==> src/rtl/sgw_pkg.sv <==
package sgw_pkg;
   localparam int WORD_W       = 32;
   localparam int FIELD_WORDS  = 4;   // read addr, write addr, next, len/bursts
   localparam int STRIDE_B     = 8;   // data word plus pad word
   localparam int CTRL_OFS_B   = 28;  // count/status/control word
   localparam int CTL_LSB      = 24;
   localparam int OWN_BIT      = 7;
   localparam int EOP_BIT      = 0;
   localparam int RDFIX_BIT    = 1;
   localparam int WRFIX_BIT    = 2;
   localparam int RX_EOP_BIT   = 7;

   typedef enum logic [2:0] {
      ST_IDLE,
      ST_RD_CTL,
      ST_RD_FLD,
      ST_XFER,
      ST_WB,
      ST_POLL
   } walk_st_e;
endpackage

==> src/rtl/sgw_desc_regs.sv <==
module sgw_desc_regs #(
   parameter int NWORDS = 4,
   parameter int WORD_W = 32,
   localparam int IDX_W = (NWORDS > 1) ? $clog2(NWORDS) : 1
) (
   input  logic                          clk,
   input  logic                          rst_n,
   input  logic                          load,
   input  logic [IDX_W-1:0]              idx,
   input  logic [WORD_W-1:0]             din,
   output logic [NWORDS-1:0][WORD_W-1:0] words
);
   for (genvar g = 0; g < NWORDS; g++) begin : g_word
      always_ff @(posedge clk or negedge rst_n) begin
         if (!rst_n)
            words[g] <= '0;
         else if (load && idx == IDX_W'(g))
            words[g] <= din;
      end
   end
endmodule

==> src/rtl/sgw_poll_timer.sv <==
module sgw_poll_timer #(
   parameter int GAP_W = 8
) (
   input  logic             clk,
   input  logic             rst_n,
   input  logic             clear,
   input  logic             load,
   input  logic [GAP_W-1:0] gap,
   output logic             expired
);
   logic [GAP_W-1:0] cnt;

   always_ff @(posedge clk or negedge rst_n) begin
      if (!rst_n)
         cnt <= '0;
      else if (clear)
         cnt <= '0;
      else if (load)
         cnt <= gap;
      else if (cnt != '0)
         cnt <= cnt - 1'b1;
   end

   assign expired = (cnt == '0);
endmodule

==> src/rtl/sgw_wb_build.sv <==
module sgw_wb_build #(
   parameter int         CNT_W    = 16,
   parameter int         ST_W     = 8,
   parameter int         CTL_W    = 8,
   parameter logic [7:0] ERR_MASK = 8'h3F
) (
   input  logic [CTL_W-1:0]             ctrl_in,
   input  logic [CNT_W-1:0]             count,
   input  logic [ST_W-1:0]              status,
   input  logic                         keep_own,
   output logic [CTL_W+ST_W+CNT_W-1:0]  wb_word,
   output logic                         is_err,
   output logic                         is_eop
);
   import sgw_pkg::*;

   if (CNT_W + ST_W + CTL_W != WORD_W) begin : g_bad_pack
      $error("sgw_wb_build: packed write-back must fill one word");
   end
   if (ST_W != 8 || CTL_W != 8) begin : g_bad_bytes
      $error("sgw_wb_build: status and control are bytes");
   end

   logic [ST_W-1:0]  err_hits;
   logic [CTL_W-1:0] ctrl_out;

   for (genvar b = 0; b < ST_W; b++) begin : g_err
      if (ERR_MASK[b]) begin : g_on
         assign err_hits[b] = status[b];
      end else begin : g_off
         assign err_hits[b] = 1'b0;
      end
   end

   always_comb begin
      ctrl_out = ctrl_in;
      if (!keep_own)
         ctrl_out[OWN_BIT] = 1'b0;
   end

   assign is_err  = |err_hits;
   assign is_eop  = ctrl_in[EOP_BIT] | status[RX_EOP_BIT];
   assign wb_word = {ctrl_out, status, count};
endmodule

==> src/rtl/sgw_chain_walker.sv <==
module sgw_chain_walker #(
   parameter int         ADDR_W   = 32,
   parameter int         POLL_W   = 8,
   parameter int         CNT_W    = 16,
   parameter logic [7:0] ERR_MASK = 8'h3F
) (
   input  logic              clk,
   input  logic              rst_n,
   input  logic              ctl_start,
   input  logic              ctl_sw_reset,
   input  logic              ctl_stop_on_err,
   input  logic              ctl_keep_own,
   input  logic              ctl_poll_en,
   input  logic [POLL_W-1:0] ctl_poll_gap,
   input  logic [ADDR_W-1:0] ctl_first_desc,
   output logic              busy,
   output logic              mem_rd_req,
   output logic [ADDR_W-1:0] mem_rd_addr,
   input  logic              mem_rd_ack,
   input  logic [31:0]       mem_rd_data,
   output logic              mem_wr_req,
   output logic [ADDR_W-1:0] mem_wr_addr,
   output logic [31:0]       mem_wr_data,
   input  logic              mem_wr_ack,
   output logic              xfer_req,
   output logic [ADDR_W-1:0] xfer_rd_addr,
   output logic [ADDR_W-1:0] xfer_wr_addr,
   output logic [15:0]       xfer_len,
   output logic [7:0]        xfer_rd_burst,
   output logic [7:0]        xfer_wr_burst,
   output logic              xfer_rd_fixed,
   output logic              xfer_wr_fixed,
   input  logic              xfer_done,
   input  logic [CNT_W-1:0]  xfer_count,
   input  logic [7:0]        xfer_status,
   output logic              evt_desc_done,
   output logic              evt_chain_done,
   output logic              evt_eop,
   output logic              evt_error
);
   import sgw_pkg::*;

   localparam int IDX_W     = $clog2(FIELD_WORDS);
   localparam int STRIDE_SH = $clog2(STRIDE_B);
   localparam int LAST_FLD  = FIELD_WORDS - 1;
   localparam int ST_W      = 8;
   localparam int CTL_W     = 8;

   if (ADDR_W < 6 || ADDR_W > WORD_W) begin : g_bad_addr
      $error("sgw_chain_walker: ADDR_W must lie in 6..32");
   end
   if (POLL_W < 1) begin : g_bad_poll
      $error("sgw_chain_walker: POLL_W must be positive");
   end
   if (CNT_W != 16) begin : g_bad_cnt
      $error("sgw_chain_walker: descriptor count field is 16 bits");
   end

   walk_st_e                        st;
   logic [ADDR_W-1:0]               cur_addr;
   logic [IDX_W-1:0]                fld_idx;
   logic [CTL_W-1:0]                ctl_byte;
   logic [CNT_W-1:0]                got_cnt;
   logic [ST_W-1:0]                 got_status;
   logic [FIELD_WORDS-1:0][WORD_W-1:0] fld;
   logic                            fld_load;
   logic                            tmr_load;
   logic                            tmr_expired;
   logic                            rd_owned;
   logic [WORD_W-1:0]               wb_word;
   logic                            wb_err;
   logic                            wb_eop;
   logic [ADDR_W-1:0]               ctl_word_addr;
   logic [ADDR_W-1:0]               fld_addr;

   assign rd_owned = mem_rd_data[CTL_LSB + OWN_BIT];
   assign fld_load = (st == ST_RD_FLD) && mem_rd_ack;
   assign tmr_load = (st == ST_RD_CTL) && mem_rd_ack && !rd_owned && ctl_poll_en;

   sgw_desc_regs #(
      .NWORDS (FIELD_WORDS),
      .WORD_W (WORD_W)
   ) u_regs (
      .clk   (clk),
      .rst_n (rst_n),
      .load  (fld_load),
      .idx   (fld_idx),
      .din   (mem_rd_data),
      .words (fld)
   );

   sgw_poll_timer #(
      .GAP_W (POLL_W)
   ) u_tmr (
      .clk     (clk),
      .rst_n   (rst_n),
      .clear   (ctl_sw_reset),
      .load    (tmr_load),
      .gap     (ctl_poll_gap),
      .expired (tmr_expired)
   );

   sgw_wb_build #(
      .CNT_W    (CNT_W),
      .ST_W     (ST_W),
      .CTL_W    (CTL_W),
      .ERR_MASK (ERR_MASK)
   ) u_wb (
      .ctrl_in  (ctl_byte),
      .count    (got_cnt),
      .status   (got_status),
      .keep_own (ctl_keep_own),
      .wb_word  (wb_word),
      .is_err   (wb_err),
      .is_eop   (wb_eop)
   );

   always_ff @(posedge clk or negedge rst_n) begin
      if (!rst_n) begin
         st             <= ST_IDLE;
         cur_addr       <= '0;
         fld_idx        <= '0;
         ctl_byte       <= '0;
         got_cnt        <= '0;
         got_status     <= '0;
         evt_desc_done  <= 1'b0;
         evt_chain_done <= 1'b0;
         evt_eop        <= 1'b0;
         evt_error      <= 1'b0;
      end else begin
         evt_desc_done  <= 1'b0;
         evt_chain_done <= 1'b0;
         evt_eop        <= 1'b0;
         evt_error      <= 1'b0;
         if (ctl_sw_reset) begin
            st      <= ST_IDLE;
            fld_idx <= '0;
         end else begin
            unique case (st)
               ST_IDLE: begin
                  if (ctl_start) begin
                     cur_addr <= ctl_first_desc;
                     st       <= ST_RD_CTL;
                  end
               end
               ST_RD_CTL: begin
                  if (mem_rd_ack) begin
                     ctl_byte <= mem_rd_data[CTL_LSB +: CTL_W];
                     if (rd_owned) begin
                        fld_idx <= '0;
                        st      <= ST_RD_FLD;
                     end else if (ctl_poll_en) begin
                        st <= ST_POLL;
                     end else begin
                        evt_chain_done <= 1'b1;
                        st             <= ST_IDLE;
                     end
                  end
               end
               ST_RD_FLD: begin
                  if (mem_rd_ack) begin
                     if (fld_idx == IDX_W'(LAST_FLD))
                        st <= ST_XFER;
                     else
                        fld_idx <= fld_idx + 1'b1;
                  end
               end
               ST_XFER: begin
                  if (xfer_done) begin
                     got_cnt    <= xfer_count;
                     got_status <= xfer_status;
                     st         <= ST_WB;
                  end
               end
               ST_WB: begin
                  if (mem_wr_ack) begin
                     evt_desc_done <= 1'b1;
                     evt_eop       <= wb_eop;
                     evt_error     <= wb_err;
                     if (wb_err && ctl_stop_on_err) begin
                        st <= ST_IDLE;
                     end else begin
                        cur_addr <= fld[2][ADDR_W-1:0];
                        st       <= ST_RD_CTL;
                     end
                  end
               end
               ST_POLL: begin
                  if (tmr_expired)
                     st <= ST_RD_CTL;
               end
               default: st <= ST_IDLE;
            endcase
         end
      end
   end

   assign ctl_word_addr = cur_addr + ADDR_W'(CTRL_OFS_B);
   assign fld_addr      = cur_addr + (ADDR_W'(fld_idx) << STRIDE_SH);

   assign busy        = (st != ST_IDLE);
   assign mem_rd_req  = (st == ST_RD_CTL) || (st == ST_RD_FLD);
   assign mem_rd_addr = (st == ST_RD_CTL) ? ctl_word_addr : fld_addr;
   assign mem_wr_req  = (st == ST_WB);
   assign mem_wr_addr = ctl_word_addr;
   assign mem_wr_data = wb_word;

   assign xfer_req      = (st == ST_XFER);
   assign xfer_rd_addr  = fld[0][ADDR_W-1:0];
   assign xfer_wr_addr  = fld[1][ADDR_W-1:0];
   assign xfer_len      = fld[3][15:0];
   assign xfer_rd_burst = fld[3][23:16];
   assign xfer_wr_burst = fld[3][31:24];
   assign xfer_rd_fixed = ctl_byte[RDFIX_BIT];
   assign xfer_wr_fixed = ctl_byte[WRFIX_BIT];
endmodule

==> config.mk <==
export PLATFORM = sky130hd
export DESIGN_NAME = sgw_chain_walker
export DESIGN_NICKNAME = d
export VERILOG_FILES = /design/src/rtl/sgw_pkg.sv /design/src/rtl/sgw_desc_regs.sv /design/src/rtl/sgw_poll_timer.sv /design/src/rtl/sgw_wb_build.sv /design/src/rtl/sgw_chain_walker.sv
export SDC_FILE = /design/constraint.sdc
export NUM_CORES = 1
export LEC_CHECK = 0
export BUFFER_PORTS_ARGS = -buffer_cell sky130_fd_sc_hd__buf_4
export CORE_MARGIN = 2
export CORE_UTILIZATION = 47
export DETAILED_ROUTE_END_ITERATION = 12
export GPL_TIMING_DRIVEN = 1
export PLACE_DENSITY_LB_ADDON = 0.3
export SYNTH_ARGS = -nofsm -noshare
export SYNTH_HDL_FRONTEND = slang
export SYNTH_SLANG_ARGS = --single-unit
export TNS_END_PERCENT = 10
==> constraint.sdc <==
create_clock -name clk -period 2 [get_ports clk]
set_clock_uncertainty 0.05 [all_clocks]
set_input_delay 0.1 -clock clk [delete_from_list [all_inputs] [get_ports clk]]
set_output_delay 0.1 -clock clk [all_outputs]
set_load 0.01 [all_outputs]
-- After elaboration in Yosys (flattened, before gate mapping)
Index checks and enable logic that the tools add are counted.
- register bits: 209
- bits of input ports: 106
- add/subtract/negate cells: 4
- equality and inequality tests: 20
- mux-type cells: 41
- bitwise logic cells: 2
- reduce and logical (&&, ||, !) cells: 25
- operators by type and width (cell ; count):
    2-to-1 mux 32 bit ; 4
    one-hot mux 32 bit (2 select lines) ; 1
    adder 32 x 5 -> 32 bit ; 1
    adder 32 x 5 -> 32 bit (second input constant) ; 1
    2-to-1 mux 3 bit ; 10
    2-to-1 mux 8 bit ; 3
    != test 3 bit (second input constant) ; 6
    one-hot mux 3 bit (6 select lines) ; 1
    2-to-1 mux 1 bit ; 16
    2-to-1 mux 2 bit ; 5
    AND reduction 5 bit ; 2
    logical AND 1 bit ; 9
    != test 3 x 2 -> 1 bit (second input constant) ; 3
    nonzero test 3 bit ; 3
    logical NOT 8 bit ; 1
    nonzero test 8 bit ; 1
    subtractor 8 x 1 -> 8 bit (second input constant) ; 1
    AND reduction 7 bit ; 1
    equality test 3 x 2 -> 1 bit (second input constant) ; 2
    equality test 3 bit (second input constant) ; 2
    AND reduction 3 bit ; 2
    OR reduction 6 bit ; 1
    equality test 2 bit (second input constant) ; 2
    != test 2 bit (second input constant) ; 2
    other kinds (12) ; 12

-- Longest topological paths before layout
- word-level depth: 6
- mapped depth: 8
- mapped depth without buffers: 7

-- By module
From an unflattened synthesis, not the netlist that was laid out.
- cells, all modules: 817
- area total of the unflattened synthesis: 9930.8 um^2
- modules (own cells, without submodules) (module ; times used ; cells each ; area each (um^2)):
    sgw_desc_regs ; 1 ; 272 ; 4744.6
    sgw_chain_walker ; 1 ; 456 ; 4418.0
    sgw_poll_timer ; 1 ; 53 ; 509.2
    sgw_wb_build ; 1 ; 36 ; 259.0

-- Worst setup path before layout
OpenSTA, ideal clock, no wires.
- kind: register to output
- start point: register fld_idx[0]
- end point: output port mem_rd_addr[27]
- arrival time: 1974 ps
- required time: 1850 ps
- path slack: -124 ps
- cell stages (with the launch flop): 8
- path buffers: 0
- cells stage by stage: dfrtp_1 > ha_1 > inv_1 > fa_1 > mux2i_1 > nand3_1 > nor3_1 > xor2_1
- word-level cells in the longest chain between the ends: 2
- RTL lines (what ; RTL line ; source):
    from (decl) ; sgw_chain_walker.sv:61 ; logic [IDX_W-1:0] fld_idx;
    from (signal assigned) ; sgw_chain_walker.sv:165 ; fld_idx <= fld_idx + 1'b1;
    adder 32 x 5 -> 32 bit ; sgw_chain_walker.sv:199 ; assign fld_addr = cur_addr + (ADDR_W'(fld_idx) << STRIDE_SH);
    2-to-1 mux 32 bit ; sgw_chain_walker.sv:203 ; assign mem_rd_addr = (st == ST_RD_CTL) ? ctl_word_addr : fld_addr;
    to (decl) ; sgw_chain_walker.sv:18 ; output logic [ADDR_W-1:0] mem_rd_addr,
Every way passes these cells.

-- Worst setup path after layout
- start point: register cur_addr[4]
- end point: output port mem_rd_addr[30]
- word-level cells in the longest chain between the ends: 2
- RTL lines (what ; RTL line ; source):
    from (decl) ; sgw_chain_walker.sv:60 ; logic [ADDR_W-1:0] cur_addr;
    from (signal assigned) ; sgw_chain_walker.sv:142 ; cur_addr <= ctl_first_desc;
    from (signal assigned) ; sgw_chain_walker.sv:183 ; cur_addr <= fld[2][ADDR_W-1:0];
    adder 32 x 5 -> 32 bit, on equally long branches ; sgw_chain_walker.sv:199, sgw_chain_walker.sv:198 ;
    2-to-1 mux 32 bit * ; sgw_chain_walker.sv:203 ;
Mark *: on every way between the ends. The rest lies on a longest branch, timed or not.

==> impl_metrics.sql <==
INSERT INTO impl_metrics (metric_group, metric, value, unit) VALUES
('run_status', 'outcome', 'finished, violations left', ''),
('run_status', 'failed_checks', 'negative setup slack', ''),
('timing', 'fin_crit_sh', '1.298', ''),
('critical_path', 'cp_slowest_cell', 'dfrtp_1', ''),
('cells_and_area', 'finalNetCount', '1363', ''),
('critical_path', 'path_common_cell', 'buf_4', ''),
('timing', 'grt_setup_unrepaired', 'true', ''),
('flow_run', 'cap_viol_max_count', '0', ''),
('timing', 'slew_violations', '0', ''),
('placement', 'place_congestion', '0.8630', ''),
('cells_and_area', 'areaGrowthSynthToFinish', '43.03', '%'),
('global_routing', 'grt.total_usage', '0.2421', ''),
('global_routing', 'antenna_found_initial', '0', ''),
('cells_and_area', 'nFillCells', '1598', ''),
('hold_path', 'min-delay-path-class', 'in2reg', ''),
('synthesis', 'synthTopCellsByArea', 'dfrtp_1, mux2_2, buf_4', ''),
('cts', 'root_buffer', 'clkbuf_16', ''),
('placement', 'dp_hpwl', '20260', 'µm'),
('timing', 'max_clock_freq', '385.3', 'MHz'),
('critical_path', 'critical_path.top_delay_family', 'simple AND/OR/NAND/NOR gates', ''),
('synthesis', 'synthesis.area_per_instance', '11.81', 'µm²'),
('route', 'vias', '7912', ''),
('global_routing', 'grt_remaining_overflow', '0', ''),
('route', 'drtIter0Drc', '388', ''),
('cells_and_area', 'n_antenna_cell', '0', ''),
('timing', 'smallest_hold_slack', '0.03200', 'ns'),
('route', 'post-route-drc-count', '0', ''),
('cts', 'cts_sinks', '209', ''),
('global_routing', 'grt_max_degree', '71', ''),
('synthesis', 'fraction_of_the_yosys_area_taken_by_sequential_cells', '0.4977', ''),
('critical_path', 'setup.worst_path.end_class', 'output pin', ''),
('power_and_ir_drop', 'power-per-cell-area', '1307', 'nW/µm²'),
('floorplanning', 'design.die.area', '23570', 'µm²'),
('critical_path', 'longest_individual_stage_delay_on_the_worst_path', '0.43', 'ns'),
('cts', 'clock_insertion_delay_worst_skew', '0.52', 'ns'),
('placement', 'pre_cts_ws', '-0.1465', 'ns'),
('critical_path', 'cp.buffers_inverters', '2', ''),
('route', 'postRouteAntennaNets', '0', ''),
('cts', 'tritoncts', 'yes', ''),
('cells_and_area', 'drive_gt1_frac', '0.5091', ''),
('timing', 'relSlewSlack', '0.6170', ''),
('cells_and_area', 'multi_input_gate_area', '4513', 'µm²'),
('critical_path', 'crit_required', '1.85', 'ns'),
('critical_path', 'crit_type', 'reg2out', ''),
('critical_path', 'critical_path_arrival', '2.45', 'ns'),
('global_routing', 'global_route_wire_length_before_repair', '45880', 'µm'),
('timing', 'tightestPinTransition', '0.5744', 'ns'),
('floorplanning', 'initial_utilization', '0.4800', ''),
('critical_path', 'worstSetupStartpointType', 'register', ''),
('power_and_ir_drop', 'finalPower', '0.01964', 'W'),
('timing', 'setup_violations', '49', ''),
('cts', 'htree_num_levels', '1', ''),
('floorplanning', 'io-pin-count', '308', ''),
('synthesis', 'synth.net_count', '1006', ''),
('cells_and_area', 'layout.area.seq', '5234', 'µm²'),
('synthesis', 'synthCells', '890', ''),
('global_routing', 'first_global_vias', '8407', ''),
('route', 'vias_per_cell', '5.128', ''),
('synthesis', 'synth_enable_flop_cells', '0', ''),
('route', 'routed_wl', '29030', 'µm'),
('placement', 'place.port_buffers', '307', ''),
('cts', 'clk_pin_slew', '0.06', 'ns'),
('synthesis', 'ys_types', '51', ''),
('cts', 'tritoncts.num_buffers', '23', ''),
('placement', 'post-place-cells', '1395', ''),
('timing', 'finalWorstSetupSlack', '-0.5954', 'ns'),
('route', 'first_pass_iters', '5', ''),
('synthesis', 'yosys.area.top_type', 'dfrtp_1', ''),
('floorplanning', 'die_w', '153.5', 'µm'),
('route', 'detail_route.wl_per_cell', '18.82', 'µm'),
('critical_path', 'cp_cell_sequence', 'ha_4 -> a21oi_4 -> nor3b_4 -> o21bai_1 -> buf_4 -> nor4_4 -> xor2_1 -> buf_4', '');
sequential cells by signal, summed over array words and instances (netlist names):
name / flops
ctl_byte: 8
cur_addr: 32
evt_chain_done: 1
evt_desc_done: 1
evt_eop: 1
evt_error: 1
fld_idx: 2
got_cnt: 16
got_status: 8
st: 3
u_regs.words: 128
u_tmr.cnt: 8
worst reg2reg max path: cells and delay by family (launching register included):
family	cells	cell delay, ns
mux	1	0.21
flops	1	0.41
compound gates	2	0.35
simple gates	2	0.83
placed cells by master, fill, tap and decap left out, types with 3 or more instances in the layout:
master,n
bufinv_16,3
nor3_1,7
mux2i_1,35
xor2_1,27
clkbuf_16,23
or3_1,3
nand4_1,12
inv_1,14
ha_4,3
ha_1,6
nand2_2,5
dfrtp_1,206
clkbuf_8,5
nor2_4,4
clkinv_2,4
xnor2_1,31
nor2b_1,3
xor2_2,3
nor2_1,64
buf_12,13
dlygate4sd3_1,101
nand3_1,12
buf_4,359
nand2_1,23
a21oi_1,34
a211oi_1,8
buf_6,9
nor3_2,6
nor3b_4,3
nor2_2,7
dfrtp_2,3
a21oi_2,3
and4_1,5
clkbuf_1,4
mux2_2,159
nand2b_1,3
Yosys cell counts, types with 2 or more instances:
master	count
a21oi_1	37
buf_2	30
and2_1	3
nand4_1	12
nor2b_1	4
nor2_1	75
a32oi_1	2
nor3b_1	4
nor3_1	15
mux2_2	159
xor2_1	30
clkbuf_8	3
and4_1	5
dfrtp_1	209
nor4_1	4
buf_4	109
ha_1	9
a211oi_1	8
o21ai_0	2
mux2i_1	36
xnor2_1	33
nand2b_1	4
nand2_1	28
and3_1	4
a31oi_1	2
clkbuf_1	8
inv_1	14
or3_1	3
nand3_1	16
final timing paths:
path	startpoint	to	slack (ns)	cells past startpoint
max	cur_addr[4]	mem_rd_addr[30]	-0.60	8
min	mem_rd_ack	fld_idx[0]	0.03	5
max reg2reg	u_tmr.cnt[4]	st[2]	0.08	5
min reg2reg	u_regs.words[59]	u_regs.words[59]	0.45	1
max in group asynchronous	rst_n	cur_addr[13]	1.05	3
min in group asynchronous	rst_n	u_tmr.cnt[0]	0.11	2
cell families after synthesis:
family                     share of synthesized area
AOI/OAI and AO/OA                            0.04001
xor gates and xnor gates                     0.05251
buffers and inverters                         0.1050
and+or+nand+nor                              0.08740
adders and majority gates                    0.01262
muxes                                         0.2047
DFF                                           0.4977
stage by stage:
stage / setup TNS [ns] / instance area [µm²] / utilization
2_1_floorplan: 0 / 10530 / -
3_3_place_gp: -0.7275 / 12830 / 0.5863
3_5_place_dp: -1.422 / 12830 / 0.5863
4_1_cts: -18.50 / 14790 / 0.6756
5_1_grt: -22.22 / 15030 / 0.6866
6_report: -16.82 / 15030 / 0.6866
per-layer routing:
metal  share of wire  global-route usage
met3           0.051             0.04002
met4           0.043             0.09436
met5               0                   0
met2            0.50              0.4205
met1            0.40              0.3029
timing repair:
action | CTS | global route
endpoints found under the hold margin | 351 | 0
pin swaps | 12 | 26
setup buffers | 3 | 3
hold buffers | 101 | 0
endpoints found under the setup margin | 50 | 83
gates resized for setup | 28 | 44
layout make-up:
class,count,area share
Clock inverter,9,0.009158
Tap cell,280,0.02331
Inverter,14,0.003497
Clock buffer,32,0.04387
Timing Repair Buffer,483,0.2716
Multi-Input combinational cell,516,0.3003
Sequential cell,209,0.3482
report_power, final:
part           switching (W)  internal (W)
combinational        0.00436       0.00469
clock                0.00172       0.00270
sequential          0.000830       0.00534
(Power assumes the default switching activity.)
